### config.mk
export PLATFORM = sky130hd
export DESIGN_NAME = aspect_signal_monitor
export DESIGN_NICKNAME = d
export VERILOG_FILES = /design/src/rtl/aspect_mon_pkg.sv /design/src/rtl/aspect_mon_datapath.sv /design/src/rtl/aspect_mon_control.sv /design/src/rtl/aspect_signal_monitor.sv
export SDC_FILE = /design/constraint.sdc
export NUM_CORES = 1
export LEC_CHECK = 0
export CAP_MARGIN = 10
export CORE_MARGIN = 10
export CORE_UTILIZATION = 40
export DETAILED_ROUTE_END_ITERATION = 10
export SKIP_CTS_REPAIR_TIMING = 1
export SYNTH_ARGS = -nofsm -noshare
export SYNTH_HDL_FRONTEND = slang
export SYNTH_SLANG_ARGS = --single-unit
### constraint.sdc
create_clock -name clk -period 3.6 [get_ports clk]
set_input_delay 0.54 -clock clk [delete_from_list [all_inputs] [get_ports clk]]
set_output_delay 0.54 -clock clk [all_outputs]
set_load 0.02 [all_outputs]
### src/rtl/aspect_mon_pkg.sv
package aspect_mon_pkg;
  localparam int LVL_W   = 2;
  localparam int NUM_SRC = 2;
  localparam int STAT_W  = 8;
  localparam int FLAG_BIT = NUM_SRC * LVL_W;

  localparam logic [LVL_W-1:0] LVL_LOW    = 2'b01;
  localparam logic [LVL_W-1:0] LVL_WIDE   = 2'b10;
  localparam logic [LVL_W-1:0] LVL_NARROW = 2'b11;

  // strobes from the datapath to the control: one accept pulse per source
  typedef struct packed {
    logic [NUM_SRC-1:0] accepted;
  } monEvt_t;
endpackage

### src/rtl/aspect_mon_datapath.sv
module aspect_mon_datapath
  import aspect_mon_pkg::*;
#(
  parameter int STABLE_CYCLES = 4
) (
  input  logic                     clk,
  input  logic                     rstN,
  input  logic [NUM_SRC*LVL_W-1:0] levelsIn,
  output logic [NUM_SRC*LVL_W-1:0] levelsOut,
  output monEvt_t                  evt
);
  localparam int CNT_W = $clog2(STABLE_CYCLES + 1);
  localparam logic [CNT_W-1:0] LAST_CNT = CNT_W'(STABLE_CYCLES - 1);

  logic [NUM_SRC-1:0] hitVec;

  for (genvar k = 0; k < NUM_SRC; k++) begin : g_src
    logic [LVL_W-1:0] sampledQ;
    logic [LVL_W-1:0] candQ;
    logic [LVL_W-1:0] stableQ;
    logic [CNT_W-1:0] runCnt;
    logic isNew;
    logic sameCand;
    logic hit;

    always_comb begin
      isNew    = (sampledQ != stableQ);
      sameCand = (sampledQ == candQ);
      hit      = isNew && sameCand && (runCnt == LAST_CNT);
    end

    always_ff @(posedge clk or negedge rstN) begin
      if (!rstN) begin
        sampledQ <= LVL_LOW;
        candQ    <= LVL_LOW;
        stableQ  <= LVL_LOW;
        runCnt   <= '0;
      end else begin
        sampledQ <= levelsIn[k*LVL_W +: LVL_W];
        if (!isNew) begin
          runCnt <= '0;
        end else if (!sameCand) begin
          candQ  <= sampledQ;
          runCnt <= CNT_W'(1);
        end else if (hit) begin
          stableQ <= sampledQ;
          runCnt  <= '0;
        end else begin
          runCnt <= runCnt + CNT_W'(1);
        end
      end
    end

    assign levelsOut[k*LVL_W +: LVL_W] = stableQ;
    assign hitVec[k] = hit;
  end

  assign evt.accepted = hitVec;
endmodule

### src/rtl/aspect_mon_control.sv
module aspect_mon_control
  import aspect_mon_pkg::*;
(
  input  logic    clk,
  input  logic    rstN,
  input  monEvt_t evt,
  input  logic    armWrStb,
  input  logic    armWrData,
  input  logic    statusRd,
  output logic    armedQ,
  output logic    flagQ
);
  logic anyEvt;
  logic takeIrq;

  always_comb begin
    anyEvt  = |evt.accepted;
    takeIrq = armedQ && anyEvt;
  end

  always_ff @(posedge clk or negedge rstN) begin
    if (!rstN) begin
      armedQ <= 1'b0;
      flagQ  <= 1'b0;
    end else begin
      flagQ <= (flagQ && !statusRd) || takeIrq;
      if (armWrStb)     armedQ <= armWrData;
      else if (takeIrq) armedQ <= 1'b0;
    end
  end
endmodule

### src/rtl/aspect_signal_monitor.sv
module aspect_signal_monitor
  import aspect_mon_pkg::*;
#(
  parameter int STABLE_CYCLES = 4
) (
  input  logic              clk,
  input  logic              rstN,
  input  logic [LVL_W-1:0]  srcLevelA,
  input  logic [LVL_W-1:0]  srcLevelB,
  input  logic              irqArmWrite,
  input  logic              irqArmValue,
  input  logic              statusRead,
  output logic [STAT_W-1:0] statusByte,
  output logic              irqArmed,
  output logic              irqOe
);
  localparam int PAD_W = STAT_W - FLAG_BIT - 1;

  logic [NUM_SRC*LVL_W-1:0] levelsFilt;
  monEvt_t evtStb;
  logic flag;

  aspect_mon_datapath #(.STABLE_CYCLES(STABLE_CYCLES)) u_dp (
    .clk       (clk),
    .rstN      (rstN),
    .levelsIn  ({srcLevelB, srcLevelA}),
    .levelsOut (levelsFilt),
    .evt       (evtStb)
  );

  aspect_mon_control u_ctl (
    .clk       (clk),
    .rstN      (rstN),
    .evt       (evtStb),
    .armWrStb  (irqArmWrite),
    .armWrData (irqArmValue),
    .statusRd  (statusRead),
    .armedQ    (irqArmed),
    .flagQ     (flag)
  );

  assign statusByte = {{PAD_W{1'b0}}, flag, levelsFilt};
  assign irqOe      = flag;
endmodule

==> results.toml, run 1 <==
[timing]
fin_crit_sh_pct = 56.1
max_freq_mhz = 495
hold_violations = 0
finalMaxSlewViolations = 0
fin_hold_ws_ns = 0.540
slew_headroom_pct = 43.3
rsz0062_at_grt = "false"
finalCriticalPeriod_ns = 2.02
fin_ws_ns = 1.58
finalSetupViolCount = 0
skew_ns = 0.00440
setup_tns_ns = 0
worst_pin_slew_ns = 0.848

[critical_path]
worst_path_max_delay_cell = "clkdlybuf4s50_1"
path_class = "reg -> out"
critical_path.cell_chain = "clkdlybuf4s50_1"
worst-r2r-cell-count = 3
worstPathRequired_ns = 3.06
r2r-end = "u_dp.g_src[1].stableQ[1]"
cp.depth = 1
start_kind = "flop"
endpoint_kind = "output pin"
r2r_start = "u_dp.g_src[1].sampledQ[0]"
cpLargestDelayFamily = "buffers and inverters"
endpoint = "statusByte[0]"
cp.arrival_ns = 1.48
crit_buf_inv = 1
crit_fanout = 4
critPathLaunch = "u_dp.g_src[0].stableQ[0]"
cpPeakStageDelay_ns = 0.62
regToRegSetupSlack_ns = 2.03

[global_routing]
grt_max_degree = 21
grt_pass1_vias = 595
grt_pass1_wl_um = 2540
grt_use_total_pct = 7.02
antenna_found_initial = 0
overflow = 0

[floorplanning]
num_rows = 17
dieWidth_um = 68.0
boundaryPins = 19
die_y_um = 68.0
core_area_um2 = 2210
die-area_um2 = 4620
start_util_pct = 41.6

[placed_design]
dpl-instance-area_um2 = 1080
gp_congestion = 0.724
io_buffers = 15
pre_cts_slack_ns = 1.90
dp_hpwl_um = 1170

[min_path]
min_from = "u_dp.g_src[1].candQ[1]"
hp-class = "reg -> reg"

[yosys]
postSynthAreaPerCell_um2 = 13.0
synth_top_area_share_pct = 38.0
seq_area_frac_synth_pct = 55.2
netlist-cell-type-count = 23
netlist_area_um2 = 921
ys_seq_elements = 20
synthTopCellsByArea = "dfrtp_1 38%, dfstp_2 17%, mux2_2 9.8%"
yosys_warnings = 0
synth_area_leader_cell = "dfrtp_1"
syn_inst = 71

[job]
cap_violations = 0

[layout]
nNetsFinal = 100
final_cell_area_um2 = 1120
n_antenna_cell = 0
area_growth_pct = 21.6
drive_above_1_share_pct = 22.7

[power]
finalPower_mw = 0.794
p_int_mw = 0.523
power.density_nw_per_um2 = 709
pwr-share-clk_pct = 15.8
sequentialPowerShare_pct = 44.7
switchingPower_mw = 0.271
vdd_drop_max_uv = 368
power_leakage_nw = 0.466
sw_frac_of_total_pct = 34.2
p_comb_share_pct = 39.5

[drt]
drt_iter0_drc = 12
first_pass_iters = 2
via_count = 554
wl_um = 1460
viasPerCell = 4.78
drcViolationCount = 0
post_drt_wl_per_cell_um = 12.6
ant_nets = 0

[clock_tree]
cts_max_level = 1
cts_root_buf = "clkbuf_4"
clk_latency_ns = 0.29
clkSinkCount = 20
cts_tree = "built"
numCtsBuffers = 3
clk_pin_slew_worst_paths_ns = 0.11
cts_max_path_buffers = 2

[run_status]
status = "finished, final reports clean"
-- synthesized netlist by cell type --
library cell and number:
inv_1 2, nor2b_1 2, nand2_1 3, nor2_1 4, dfstp_2 6, and2_1 1
ha_1 2, dfrtp_1 14, o2111ai_2 1, xnor2_1 6, nor3b_1 2, o2111a_1 1
buf_4 4, mux2_2 8, o211ai_1 3, conb_1 1, o221ai_1 1, nand2b_1 3
a31oi_1 1, xor2_1 3, o2111ai_1 1, xor2_2 1, a32o_1 1
-- flip-flops by register name (all words and copies together), names as in the netlist --
register / cells
u_dp.g_src.runCnt: 6
u_dp.g_src.candQ: 4
u_dp.g_src.sampledQ: 4
u_dp.g_src.stableQ: 4
u_ctl.armedQ: 1
u_ctl.flagQ: 1
-- metal layers --
layer,track usage [%],vias to the layer above,part of all wire (%)
met4,3.77,0,1.2
met3,2.61,2,9.3
li1,-,274,-
met1,8.04,263,45
met2,11.2,15,44
met5,0,-,0
-- layout by cell type, fill, tap and decap left out, types with 3 or more instances in the layout --
cell              n
mux2_2            8
nand2b_1          3
dfstp_2           6
clkdlybuf4s50_1  15
xnor2_1           6
clkbuf_4          3
nor2_1            4
dfrtp_1          14
nand2_1           3
xor2_1            3
o211ai_1          3
conb_1            3
-- worst min-delay path by stage --
stage | endpoint | slack [ns] | depth (start not counted)
6_report | u_dp.g_src[1].candQ[1] | 0.54 | 1
5_1_grt | u_dp.g_src[1].candQ[1] | 0.56 | 1
4_1_cts | u_dp.g_src[1].candQ[1] | 0.55 | 1
3_5_place_dp | u_dp.g_src[1].candQ[1] | 0.52 | 1
3_3_place_gp | u_dp.g_src[1].candQ[1] | 0.51 | 1
2_1_floorplan | u_ctl.armedQ | 0.24 | 0
-- through the flow --
step	utilization, %	instances
2_1_floorplan	-	73
3_3_place_gp	49.0	112
3_5_place_dp	49.0	112
4_1_cts	50.6	116
5_1_grt	50.6	116
6_report	50.6	116
-- power by group through the flow --
stage | logic [mW] | clock network [mW] | registers, mW
floorplan | 0.200 | 0 | 0.382
global placement | 0.314 | 0 | 0.358
detailed placement | 0.318 | 0 | 0.361
CTS | 0.319 | 0.133 | 0.356
global route | 0.347 | 0.145 | 0.367
finish | 0.314 | 0.125 | 0.355
-- area by class of cell --
class	instances	area (um2)
well taps	28	35.0
fillers	211	1090
inverters	2	7.51
multi-input cells	47	383
clock buffers	4	36.3
flip-flops and latches	20	508
repair buffers	15	150
-- cells by family after synthesis --
logic type | synth area share, %
multiplexers | 9.78
XOR/XNOR | 10.3
AO/OA/AOI/OAI | 8.97
AND/OR/NAND/NOR | 8.56
flip-flops | 55.2
buffers and inverters | 4.08
adder cells (fa/ha/maj) | 2.72
other | 0.407
Power figures use the tool's default switching activity.
==> run 2: changes to the inputs <==
--- a/config.mk
+++ b/config.mk
@@ -9,6 +9,7 @@
 export CORE_MARGIN = 10
 export CORE_UTILIZATION = 40
 export DETAILED_ROUTE_END_ITERATION = 10
+export PLACE_DENSITY = 0.67
 export SKIP_CTS_REPAIR_TIMING = 1
 export SYNTH_ARGS = -nofsm -noshare
 export SYNTH_HDL_FRONTEND = slang
==> constraint.sdc (replaced) <==
create_clock -name clk -period 1.85 [get_ports clk]
set_input_delay 0.2775 -clock clk [delete_from_list [all_inputs] [get_ports clk]]
set_output_delay 0.2775 -clock clk [all_outputs]
set_load 0.02 [all_outputs]
==> run 2 against run 1 <==
  * Sequential power increased by 95%
  * Register-to-register slack got worse by 1.7 ns
  * Cell area is 0.67% higher
  * Critical path depth unchanged
  * Sequential cell count is the same
  * Total power grew 97%
  * Non-clock buffer count is 1 higher
  * Global-route usage grew 0.17 points
==> results.toml, run 2 (synthesis gave the netlist of run 1 again) <==
[run_status]
status = "finished, final reports clean"

[timing]
rsz0062_at_grt = "false"
skew_ns = 0.000834
finalCriticalPeriod_ns = 1.77
max_freq_mhz = 566
finalMaxSlewViolations = 0
setup_tns_ns = 0
fin_crit_sh_pct = 95.5
finalSetupViolCount = 0
hold_violations = 0
fin_hold_ws_ns = 0.282

[clock_tree]
cts_max_path_buffers = 2
clk_latency_ns = 0.30
clk_pin_slew_worst_paths_ns = 0.11
cts_tree = "built"
numCtsBuffers = 3
clkSinkCount = 20
cts_root_buf = "clkbuf_4"
cts_max_level = 1

[critical_path]
worstPathRequired_ns = 1.57
r2r-end = "u_dp.g_src[1].stableQ[1]"
cpPeakStageDelay_ns = 0.61
cpLargestDelayFamily = "buffers and inverters"
path_class = "reg -> out"
crit_buf_inv = 1
crit_fanout = 4
start_kind = "flop"
worst-r2r-cell-count = 3
worst_path_max_delay_cell = "clkdlybuf4s50_1"
endpoint_kind = "output pin"
endpoint = "statusByte[0]"
cp.depth = 1
cp.arrival_ns = 1.49
critical_path.cell_chain = "clkdlybuf4s50_1"
regToRegSetupSlack_ns = 0.30
r2r_start = "u_dp.g_src[1].sampledQ[0]"
critPathLaunch = "u_dp.g_src[0].stableQ[0]"

[global_routing]
grt_use_met1_pct = 8.23
grt_use_total_pct = 7.19
antenna_found_initial = 0
grt_pass1_vias = 573
grt_max_degree = 12
met2_usage_pct = 11.3
busiest_layer = "met2"
grt_pass1_wl_um = 2550
grt_use_met3_pct = 3.43
overflow = 0

[drt]
drt_iter0_drc = 12
post_drt_wl_per_cell_um = 12.8
wl_um = 1500
via_count = 569
first_pass_iters = 3
ant_nets = 0
drcViolationCount = 0
viasPerCell = 4.86

[layout]
largest_register_ffs = 6
n_antenna_cell = 0
nNetsFinal = 101
fillers = 210
layout_commonest_cell = "clkdlybuf4s50_1"
final_cell_mix = "15 x clkdlybuf4s50_1, 14 x dfrtp_1, 8 x mux2_2"
fin_util_pct = 51.0
drive_above_1_share_pct = 23.6
area_growth_pct = 22.4
top_register = "u_dp.g_src.runCnt"

[placed_design]
io_buffers = 15
gp_congestion = 0.753

[power]
vdd_drop_max_uv = 787
power_leakage_nw = 0.470
power.density_nw_per_um2 = 1390

[floorplanning]
dieWidth_um = 68.0
num_rows = 17
boundaryPins = 19
die_y_um = 68.0
die-area_um2 = 4620
core_area_um2 = 2210
start_util_pct = 41.6

[min_path]
hp-class = "in -> async"

[job]
cap_violations = 0
## run 2: cell count changes in the layout (fill, tap and decap cells not counted), sizes merged
cell	delta
buf	+1
## run 2: worst min path at each step
stage	to	depth (start not counted)
final	u_dp.g_src[1].sampledQ[1]	1
after global routing	u_dp.g_src[0].stableQ[1]	1
after CTS	u_dp.g_src[1].sampledQ[1]	1
after detailed placement	u_dp.g_src[1].candQ[1]	1
after global placement	u_ctl.flagQ	2
after floorplan	u_ctl.armedQ	0
## run 2: area by class of cell
| class | count | area [um2] | area share (%) |
|---|---|---|---|
| Multi-Input combinational cell | 47 | 383 | 34.0 |
| Clock buffer | 4 | 36.3 | 3.22 |
| Tap cell | 28 | 35.0 | 3.11 |
| Inverter | 2 | 7.51 | 0.666 |
| Timing Repair Buffer | 16 | 158 | 14.0 |
| Sequential cell | 20 | 508 | 45.1 |
## run 2: report_power, final
part | switching (mW) | total (mW) | internal (mW)
sequential | 0.102 | 0.693 | 0.591
clock | 0.134 | 0.254 | 0.120
combinational | 0.309 | 0.616 | 0.307
## run 2: stage by stage
step	cells	power, mW	setup slack [ns]	instance area, um2
floorplan	73	1.13	0.341	928
global placement	113	1.31	0.361	1090
detailed placement	113	1.32	0.332	1090
CTS	117	1.58	0.0644	1130
global route	117	1.68	0.0263	1130
finish	117	1.56	0.0842	1130
## run 2: per-layer routing
layer	wire length, um	part of all wire, %	vias up
li1	-	-	279
met1	705	47	270
met2	631	42	18
met3	146	9.7	2
met4	17	1.1	0
met5	0	0	-
